File: config.mk
export PLATFORM = sky130hd
export DESIGN_NAME = itmr_bus_regs
export DESIGN_NICKNAME = d
export VERILOG_FILES = /design/src/rtl/itmr_pkg.sv /design/src/rtl/itmr_ctl_decode.sv /design/src/rtl/itmr_chan_regs.sv /design/src/rtl/itmr_bus_regs.sv
export SDC_FILE = /design/constraint.sdc
export NUM_CORES = 1
export LEC_CHECK = 0
export ABC_CLOCK_PERIOD_IN_PS = 3050
export CORE_AREA = 5 5 138 153
export DETAILED_ROUTE_END_ITERATION = 6
export DIE_AREA = 0 0 143 158
export PLACE_DENSITY_LB_ADDON = 0.1
export SETUP_SLACK_MARGIN = 0.15
export SYNTH_ARGS = -nofsm -noshare
export SYNTH_HDL_FRONTEND = slang
export SYNTH_SLANG_ARGS = --single-unit
File: constraint.sdc
create_clock -name clk -period 3.05 [get_ports clk]
set_clock_uncertainty 0.05 [all_clocks]
set_input_delay 0.61 -clock clk [delete_from_list [all_inputs] [get_ports clk]]
set_output_delay 0.61 -clock clk [all_outputs]
set_load 0.05 [all_outputs]
File: src/rtl/itmr_pkg.sv
package itmr_pkg;

    localparam int NUM_CH  = 3;
    localparam int BYTE_W  = 8;
    localparam int CNT_W   = 2 * BYTE_W;
    localparam int MODE_W  = 3;

    typedef enum logic [1:0] {
        ACC_LATCH = 2'd0,
        ACC_LO    = 2'd1,
        ACC_HI    = 2'd2,
        ACC_WORD  = 2'd3
    } acc_e;

    // control-port byte layout; the field positions are decoded by the host
    typedef struct packed {
        logic [1:0]        sel;
        acc_e              acc;
        logic [MODE_W-1:0] mode;
        logic              bcd;
    } ctl_word_t;

    // per-channel command produced by the control decoder
    typedef struct packed {
        logic              cfg_we;
        acc_e              acc;
        logic [MODE_W-1:0] mode;
        logic              bcd;
        logic              cnt_snap;
        logic              sts_snap;
    } ch_cmd_t;

    function automatic logic [BYTE_W-1:0] status_byte(
        input logic              out_lvl,
        input acc_e              acc,
        input logic [MODE_W-1:0] mode,
        input logic              bcd
    );
        return {out_lvl, 1'b0, acc, mode, bcd};
    endfunction

    function automatic logic [BYTE_W-1:0] pick_byte(
        input logic [CNT_W-1:0] val,
        input logic             hi
    );
        return hi ? val[CNT_W-1:BYTE_W] : val[BYTE_W-1:0];
    endfunction

endpackage

File: src/rtl/itmr_ctl_decode.sv
module itmr_ctl_decode
    import itmr_pkg::*;
#(
    parameter int N_CH = NUM_CH
) (
    input  logic              ctl_we,
    input  logic [BYTE_W-1:0] wdata,
    output ch_cmd_t           cmd [N_CH]
);

    ctl_word_t cw;
    assign cw = ctl_word_t'(wdata);

    always_comb begin
        for (int i = 0; i < N_CH; i++) begin
            cmd[i] = '0;
            if (ctl_we) begin
                if (cw.sel == 2'b11) begin
                    // snapshot command: bit i+1 selects channel i
                    if (wdata[i+1]) begin
                        cmd[i].cnt_snap = ~wdata[5];
                        cmd[i].sts_snap = ~wdata[4];
                    end
                end else if (cw.sel == 2'(i)) begin
                    if (cw.acc == ACC_LATCH) begin
                        cmd[i].cnt_snap = 1'b1;
                    end else begin
                        cmd[i].cfg_we = 1'b1;
                        cmd[i].acc    = cw.acc;
                        cmd[i].mode   = cw.mode;
                        cmd[i].bcd    = cw.bcd;
                    end
                end
            end
        end
    end

endmodule

File: src/rtl/itmr_chan_regs.sv
module itmr_chan_regs
    import itmr_pkg::*;
(
    input  logic              clk,
    input  logic              rst,
    input  ch_cmd_t           cmd,
    input  logic              data_we,
    input  logic              data_re,
    input  logic [BYTE_W-1:0] wdata,
    input  logic [CNT_W-1:0]  live,
    input  logic              live_out,
    output logic [BYTE_W-1:0] rdata,
    output logic              load,
    output logic [CNT_W-1:0]  load_val,
    output logic [MODE_W-1:0] mode,
    output logic              bcd
);

    acc_e              acc;
    logic              wr_hi;
    logic              rd_hi;
    logic [BYTE_W-1:0] lo_hold;

    logic              cl_v;
    acc_e              cl_acc;
    logic              cl_hi;
    logic [CNT_W-1:0]  cl_val;

    logic              st_v;
    logic [BYTE_W-1:0] st_val;

    // read data: held status, then held count, then live count
    always_comb begin
        if (st_v) begin
            rdata = st_val;
        end else if (cl_v) begin
            unique case (cl_acc)
                ACC_LO:  rdata = pick_byte(cl_val, 1'b0);
                ACC_HI:  rdata = pick_byte(cl_val, 1'b1);
                default: rdata = pick_byte(cl_val, cl_hi);
            endcase
        end else begin
            unique case (acc)
                ACC_LO:  rdata = pick_byte(live, 1'b0);
                ACC_HI:  rdata = pick_byte(live, 1'b1);
                default: rdata = pick_byte(live, rd_hi);
            endcase
        end
    end

    always_ff @(posedge clk) begin
        if (rst) begin
            acc      <= ACC_WORD;
            mode     <= '0;
            bcd      <= 1'b0;
            wr_hi    <= 1'b0;
            rd_hi    <= 1'b0;
            lo_hold  <= '0;
            cl_v     <= 1'b0;
            cl_acc   <= ACC_WORD;
            cl_hi    <= 1'b0;
            cl_val   <= '0;
            st_v     <= 1'b0;
            st_val   <= '0;
            load     <= 1'b0;
            load_val <= '0;
        end else begin
            load <= 1'b0;

            if (cmd.cfg_we) begin
                acc   <= cmd.acc;
                mode  <= cmd.mode;
                bcd   <= cmd.bcd;
                wr_hi <= 1'b0;
                rd_hi <= 1'b0;
            end

            if (cmd.cnt_snap && !cl_v) begin
                cl_v   <= 1'b1;
                cl_val <= live;
                cl_acc <= acc;
                cl_hi  <= 1'b0;
            end

            if (cmd.sts_snap && !st_v) begin
                st_v   <= 1'b1;
                st_val <= status_byte(live_out, acc, mode, bcd);
            end

            if (data_we) begin
                unique case (acc)
                    ACC_LO: begin
                        load     <= 1'b1;
                        load_val <= {{BYTE_W{1'b0}}, wdata};
                    end
                    ACC_HI: begin
                        load     <= 1'b1;
                        load_val <= {wdata, {BYTE_W{1'b0}}};
                    end
                    default: begin
                        if (wr_hi) begin
                            load     <= 1'b1;
                            load_val <= {wdata, lo_hold};
                            wr_hi    <= 1'b0;
                        end else begin
                            lo_hold  <= wdata;
                            wr_hi    <= 1'b1;
                        end
                    end
                endcase
            end

            if (data_re) begin
                if (st_v) begin
                    st_v <= 1'b0;
                end else if (cl_v) begin
                    if (cl_acc == ACC_WORD && !cl_hi) cl_hi <= 1'b1;
                    else                              cl_v  <= 1'b0;
                end else if (acc == ACC_WORD) begin
                    rd_hi <= ~rd_hi;
                end
            end
        end
    end

endmodule

File: src/rtl/itmr_bus_regs.sv
module itmr_bus_regs
    import itmr_pkg::*;
#(
    parameter int N_CH = NUM_CH
) (
    input  logic                    clk,
    input  logic                    rst,
    input  logic                    bus_wr,
    input  logic                    bus_rd,
    input  logic [1:0]              bus_addr,
    input  logic [BYTE_W-1:0]       bus_wdata,
    output logic [BYTE_W-1:0]       bus_rdata,
    output logic [N_CH-1:0]         ch_load,
    output logic [N_CH*CNT_W-1:0]   ch_load_val,
    output logic [N_CH*MODE_W-1:0]  ch_mode,
    output logic [N_CH-1:0]         ch_bcd,
    input  logic [N_CH*CNT_W-1:0]   ch_count,
    input  logic [N_CH-1:0]         ch_out
);

    localparam logic [1:0] CTL_ADDR = 2'd3;

    ch_cmd_t           cmd   [N_CH];
    logic [BYTE_W-1:0] ch_rd [N_CH];
    logic              ctl_we;

    assign ctl_we = bus_wr && (bus_addr == CTL_ADDR);

    itmr_ctl_decode #(.N_CH(N_CH)) u_dec (
        .ctl_we (ctl_we),
        .wdata  (bus_wdata),
        .cmd    (cmd)
    );

    for (genvar g = 0; g < N_CH; g++) begin : g_ch
        itmr_chan_regs u_ch (
            .clk      (clk),
            .rst      (rst),
            .cmd      (cmd[g]),
            .data_we  (bus_wr && (bus_addr == 2'(g))),
            .data_re  (bus_rd && (bus_addr == 2'(g))),
            .wdata    (bus_wdata),
            .live     (ch_count[g*CNT_W +: CNT_W]),
            .live_out (ch_out[g]),
            .rdata    (ch_rd[g]),
            .load     (ch_load[g]),
            .load_val (ch_load_val[g*CNT_W +: CNT_W]),
            .mode     (ch_mode[g*MODE_W +: MODE_W]),
            .bcd      (ch_bcd[g])
        );
    end

    always_comb begin
        bus_rdata = '0;
        for (int i = 0; i < N_CH; i++) begin
            if (bus_addr == 2'(i)) bus_rdata = ch_rd[i];
        end
    end

endmodule

==> results.md, run 1 <==
* H-Tree Depth at 4
* Fin crit period at 3.16 ns
* Crit-path cells: inv_1, ha_4, mux2_4, a221oi_4, nor3_1, buf_4, or3_4, buf_12
* Tot Pwr at roughly 5400 uW
* Drt pass-1 iters at 5
* Top-count cell post-synth: dfxtp_1
* CORE AREA at 19500 um2
* Clock slew at reported path FFs at roughly 0.070 ns
* Worst slew pin tran at 0.717 ns
* Starting density of the core at 42.5%
* Slew Limit Headroom at 52.1%
* CP top delay family: simple AND/OR/NAND/NOR gates
* Grt ovf at 0
* Seq/Total Area, Yosys at 44.1%
* N_diodes at 0
* Number of synthesized flops with an enable pin at 0
* Slew Limit Fails at 0
* Mapped Area at 8310 um2
* I/O pin count at between 100 and 150
* Port Buffer Count at 135
* DR vias at 7530
* R2r startpoint: g_ch[0].u_ch.acc[0]
* Critical Path AT at 2.50 ns
* MaxCap Viol Count at 0
* VDD IR max at about 0.37 mV
* Number of synthesized register bits at between 150 and 200
* Clk sinks at 183
* Worst r2r dst: g_ch[0].u_ch.load_val[7]
* Setup violators final at 8
* Syn Inst Count at 998
* Clk_lat worst skew at about 0.43 ns
* Critical path required time at 2.39 ns
* LEAKAGE at 0.00405 uW
* Kind of critical path: register to output port
* Hold buffer count at cts at 0
* Power per cell area at roughly 470 nW/um2
* Top-area cell type share of the netlist area at 44.1%
* Top post-synthesis cells by area: dfxtp_1 44%, mux2i_1 8.2%, nand2_1 6.4%
* Placed cell count at 1366
* Initial antenna violation count at 0
* Cells on worst reg2reg path at 8
* Row count at 54
* Number of DRC markers in iteration 0 at roughly 590
* Crit path launch: g_ch[2].u_ch.acc[0]
* RSZ-0062 raised after global routing: yes
* Die ar. at 22600 um2
* Final critical-path setup slack at -0.111 ns
* F_max at 316 MHz
* Slowest-stage cell, CP: mux2_4
* Root Driver: clkbuf_16
* Pin count of the biggest net entering global routing at 62
* Setup crit end: bus_rdata[7]
* Vias in the first global route at 6884
* GRT Util Overall at 21.0%
* Hold WC Path Type: register to register
* Critical path depth at 8
* DIE HEIGHT at approximately 160 um
* R2r setup slk at 0.99 ns
* Drt drc at 0
* First-pass GRT wire length at 37.3 mm
* Syn nets at 1081
* Synth warn at 0
* Setup TNS at -0.518 ns
* Worst setup EP type: output port
* Fin nets at 1225
* Layout Cells excl Fill at 1404
* WP buf/inv at 3
* Slowest stage delay, CP at 0.38 ns
* Post-synth ARST share at 0%
* Setup crit start kind: register
* Failing checks: negative setup slack
* Peak fanout along the critical path at 8
* CTS Buffer Depth at 2
* Status: finished with violations
* Fin crit share at 104%
* Top FF cell, synth: dfxtp_1
* DP HPWL at around 16 mm
* CTS Buf Count at 17
* Final hold vios at 0
* Routability cong. at 0.804
* Vias/cell at 5.36
* Final WL at between 20 and 25 mm
* Mean Syn Cell Area at 8.32 um2
* Synth area leader: dfxtp_1
* Share of layout cells above drive strength 1 at 19.2%
* CTS tree: built
* Avg WL per Cell at 17.0 um
* DIE WIDTH at 143 um
* Worst hold margin at 0.402 ns
* Synth-to-Final Area Change at 37.4%
* Yosys cell types at 48
* Post-synth top cells: 183 x dfxtp_1, 141 x nand2_1, 137 x nor2_1
* Final ANT Viol Nets at 0
## state kept, by name (all words and copies together), names as in the netlist, 6 cells and up
signal and flops:
g_ch.u_ch.acc 6, g_ch.u_ch.cl_acc 6, g_ch.u_ch.cl_val 48, g_ch.u_ch.lo_hold 24, g_ch.u_ch.load_val 48, g_ch.u_ch.mode 9
g_ch.u_ch.st_val 21
## kinds of logic (layout without fill, tap and decap cells)
| kind of cell | Yosys count | in the layout | synth area share (%) |
|---|---|---|---|
| AO/OA/AOI/OAI | 204 | 204 | 16.1 |
| flip-flops | 183 | 183 | 44.1 |
| AND/OR/NAND/NOR | 408 | 408 | 22.1 |
| adder cells (fa/ha/maj) | 18 | 18 | 2.71 |
| buffers and inverters | 109 | 263 | 5.74 |
| multiplexers | 76 | 76 | 9.28 |
## repair_timing
action                                  4_1_cts  5_1_grt
setup buffers                                 5        4
endpoints found under the setup margin        8        8
pin swaps                                    30       14
resized for setup                            89       19
## cell type report
type | instances | area [um2]
Clock buffer | 21 | 470
Clock inverter | 8 | 124
Fill cell | 1801 | 8110
Inverter | 29 | 109
Multi-Input combinational cell | 706 | 4720
Sequential cell | 183 | 3680
Tap cell | 252 | 315
Timing Repair Buffer | 205 | 1990
## stage by stage
step	util [%]	worst slack, ns	area [um2]
floorplan	-	0.194	8310
global placement	52.1	-0.0956	10200
detailed placement	52.1	-0.122	10200
CTS	57.7	-0.103	11300
global route	58.5	-0.185	11400
finish	58.5	-0.111	11400
## layout by cell type, fill, tap and decap left out, drive strengths merged, types with 34 or more instances in the layout
master | synthesis | final
nor2 | 140 | 140
dfxtp | 183 | 183
a221oi | 45 | 45
nor3 | 49 | 49
clkdlybuf4s50 | 0 | 126
a21oi | 79 | 79
nand3 | 34 | 34
buf | 32 | 79
mux2i | 68 | 68
nand2 | 141 | 141
## worst min-delay path by stage
stage | to | slack, ns | startpoint | depth (start not counted)
global placement | g_ch[0].u_ch.cl_val[6] | 0.39 | g_ch[0].u_ch.cl_val[6] | 2
CTS | g_ch[2].u_ch.load_val[11] | 0.40 | g_ch[2].u_ch.load_val[11] | 2
global route | g_ch[2].u_ch.load_val[11] | 0.42 | g_ch[2].u_ch.load_val[11] | 2
detailed placement | g_ch[2].u_ch.load_val[11] | 0.39 | g_ch[2].u_ch.load_val[11] | 2
finish | g_ch[2].u_ch.load_val[11] | 0.40 | g_ch[2].u_ch.load_val[11] | 2
floorplan | g_ch[0].u_ch.cl_val[6] | 0.38 | g_ch[0].u_ch.cl_val[6] | 2
## per-layer routing
layer | up-vias | routed length, um | global-route usage (%)
met2 | 227 | 10900 | 32.5
li1 | 3778 | - | -
met4 | 0 | 446 | 6.07
met1 | 3496 | 11300 | 29.9
met3 | 29 | 1290 | 3.87
met5 | - | 0 | 0
## report_power, final
part / switching, uW / total, uW / internal, uW
Combinational: 372 / 674 / 302
Sequential: 23.6 / 2450 / 2420
Clock: 922 / 2260 / 1340
## worst register-to-register path: cells and delay by family (launching register included)
kind	cells	cell delay, ns
compound gates	1	0.44
simple gates	3	0.49
fa+ha+maj	1	0.24
flops	1	0.33
buf+inv	3	0.38
(Power assumes the default switching activity.)
==> run 2: changes to the inputs <==
--- a/config.mk
+++ b/config.mk
@@ -9,7 +9,9 @@
 export CORE_AREA = 5 5 138 153
 export DETAILED_ROUTE_END_ITERATION = 6
 export DIE_AREA = 0 0 143 158
+export GPL_ROUTABILITY_DRIVEN = 0
 export PLACE_DENSITY_LB_ADDON = 0.1
+export RECOVER_POWER = 50
 export SETUP_SLACK_MARGIN = 0.15
 export SYNTH_ARGS = -nofsm -noshare
 export SYNTH_HDL_FRONTEND = slang
==> run 2 against run 1 <==
Net effect:
- via count rose by 0.27%
- non-clock buffer count did not move
- cell count did not move
- the flow still finishes with violations (negative setup slack)
- clock power about the same
- largest cell class unchanged
- flip-flop and latch count is the same
- final area shrank 0.71%
- first-iteration DRC count up 0.67%
- largest power group unchanged
==> results.md, run 2 (synthesis gave the netlist of run 1 again) <==
* Status: finished with violations
* Failing checks: negative setup slack
* Initial antenna violation count at 0 (unchanged)
* Critical Path AT at 2.50 ns (about the same)
* Setup violators final at 8 (unchanged)
* Port Buffer Count at 135 (unchanged)
* CTS Buffer Depth at 2 (unchanged)
* CORE AREA at 19500 um2 (unchanged)
* MaxCap Viol Count at 0 (unchanged)
* Final WL at 23.9 mm (unchanged)
* Commonest non-fill, non-tap cell in the layout: dfxtp_1
* GRT Util Overall at 21.0% (unchanged)
* H-Tree Depth at 4 (unchanged)
* Critical path required time at 2.39 ns (about the same)
* # fillers at 1816 (+0.83%)
* Clk_lat worst skew at 0.43 ns (about the same)
* Slew Limit Headroom at 36.7% (-15 points)
* Clock slew at reported path FFs at 0.07 ns (about the same)
* Final critical-path setup slack at -0.111 ns (-0.000823 ns)
* Hold buffer count at cts at 0 (unchanged)
* Fin crit share at 104% (about the same)
* First-pass GRT wire length at 37.3 mm (unchanged)
* Drt drc at 0 (unchanged)
* Slew Limit Fails at 0 (unchanged)
* Starting density of the core at 42.5% (unchanged)
* VDD IR max at 0.372 mV (+0.61%)
* Fin crit period at 3.16 ns (+0.000823 ns)
* Placed cell count at 1366 (unchanged)
* N_diodes at 0 (unchanged)
* CTS Buf Count at 17 (unchanged)
* DR vias at 7550 (+0.27%)
* Power per cell area at 474 nW/um2 (+0.57%)
* Die ar. at 22600 um2 (unchanged)
* F_max at 316 MHz (about the same)
* LEAKAGE at 0.00416 uW (+2.8%)
* Synth-to-Final Area Change at 36.4%
* Setup TNS at -0.537 ns (-0.0185 ns)
* Min-delay src: g_ch[2].u_ch.load_val[11]
* Worst r2r dst: g_ch[0].u_ch.lo_hold[6]
* Dpl cell area at 10200 um2 (unchanged)
* Most frequent cells in the layout: 173 x dfxtp_1, 141 x nand2_1, 138 x nor2_1
* Fin nets at 1225 (unchanged)
* RSZ-0062 raised after global routing: yes
* Clk sinks at 183 (unchanged)
* R2r startpoint: g_ch[0].u_ch.acc[0]
* Share of layout cells above drive strength 1 at 18.2% (-0.95 points)
* R2r setup slk at 0.69 ns (-0.30 ns)
* Avg WL per Cell at 17.0 um (unchanged)
* Number of DRC markers in iteration 0 at 597 (+0.67%)
* DIE WIDTH at 143 um (unchanged)
* Area taken by flip-flops and latches at 3680 um2 (unchanged)
* Biggest regs: g_ch.u_ch.cl_val (48), g_ch.u_ch.load_val (48), g_ch.u_ch.lo_hold (24)
* Drt pass-1 iters at 6 (+1)
* Grt ovf at 0 (unchanged)
* Pin count of the biggest net entering global routing at 62 (unchanged)
* Multi-input logic area at 4680 um2 (-0.82%)
* Hold WC Path Type: register to register
* CTS tree: built
* Final hold vios at 0 (unchanged)
* Pre-CTS setup slack at -0.122 ns (unchanged)
* Worst slew pin tran at 0.946 ns (+0.230 ns)
* Cells on worst reg2reg path at 8 (unchanged)
* Layout Cells excl Fill at 1404 (unchanged)
* Kind of critical path: register to output port
* I/O pin count at 136 (unchanged)
* WHS Endpoint: g_ch[2].u_ch.load_val[11]
* DIE HEIGHT at 158 um (unchanged)
* Peak fanout along the critical path at 8 (unchanged)
* Hold Path Depth at 2 (unchanged)
* Vias in the first global route at 6884 (unchanged)
* Row count at 54 (unchanged)
* Vias/cell at 5.38 (+0.27%)
* Final ANT Viol Nets at 0 (unchanged)
* Final Cell Area at 11300 um2 (-0.71%)
* Root Driver: clkbuf_16
* Setup crit start kind: register
* DP HPWL at 16.5 mm (unchanged)
* Worst setup EP type: output port
[run 2: cell type report]
| cell class | instances | share of cell area [%] |
|---|---|---|
| Tap cell | 252 | 2.78 |
| Sequential cell | 183 | 32.5 |
| Timing Repair Buffer | 205 | 17.2 |
| Clock buffer | 21 | 4.15 |
| Inverter | 29 | 0.960 |
| Multi-Input combinational cell | 706 | 41.3 |
| Clock inverter | 8 | 1.09 |
[run 2: how the worst max path moves through the flow]
stage	from	endpoint	slack, ns
global placement	bus_addr[1]	bus_rdata[6]	-0.1
detailed placement	bus_addr[1]	bus_rdata[6]	-0.12
global route	g_ch[1].u_ch.acc[0]	bus_rdata[6]	-0.19
floorplan	g_ch[0].u_ch.acc[0]	bus_rdata[6]	0.19
CTS	g_ch[0].u_ch.acc[0]	bus_rdata[6]	-0.10
finish	g_ch[2].u_ch.acc[0]	bus_rdata[7]	-0.11
[run 2: layer usage]
metal	vias to the layer above	part of all wire [%]	global-route usage, %
met5	-	0	0
met4	0	1.8	6.07
met3	29	5.3	3.87
met2	215	46	32.5
met1	3526	47	29.9
li1	3780	-	-
[run 2: critical path, stage by stage, from the launching register on]
cell and delay [ns]:
dfxtp_2 0.33, inv_1 0.06, ha_4 0.27, mux2_4 0.38, a221oi_4 0.30, nor3_1 0.08, buf_4 0.15, or3_4 0.34
buf_12 0.16
[run 2: repair_timing]
action,CTS,global route
endpoints found under the setup margin,8,8
gates cloned,0,0
resized for setup,89,19
pin swaps,30,14
buffers inserted,5,4
[run 2: stage by stage]
step,total power (uW),hold WS (ns),util [%]
floorplan,2810,0.382,-
detailed placement,3100,0.393,52.1
global route,5570,0.419,58.0
CTS,5410,0.402,57.7
global placement,3100,0.389,52.1
finish,5370,0.399,58.0
[run 2: power breakdown]
part           leakage [uW]  total [uW]  internal [uW]  switching (uW)
clock network      0.000287        2260           1340             925
logic               0.00240         665            296             369
registers           0.00147        2440           2420            22.7
total               0.00416        5370           4060            1320
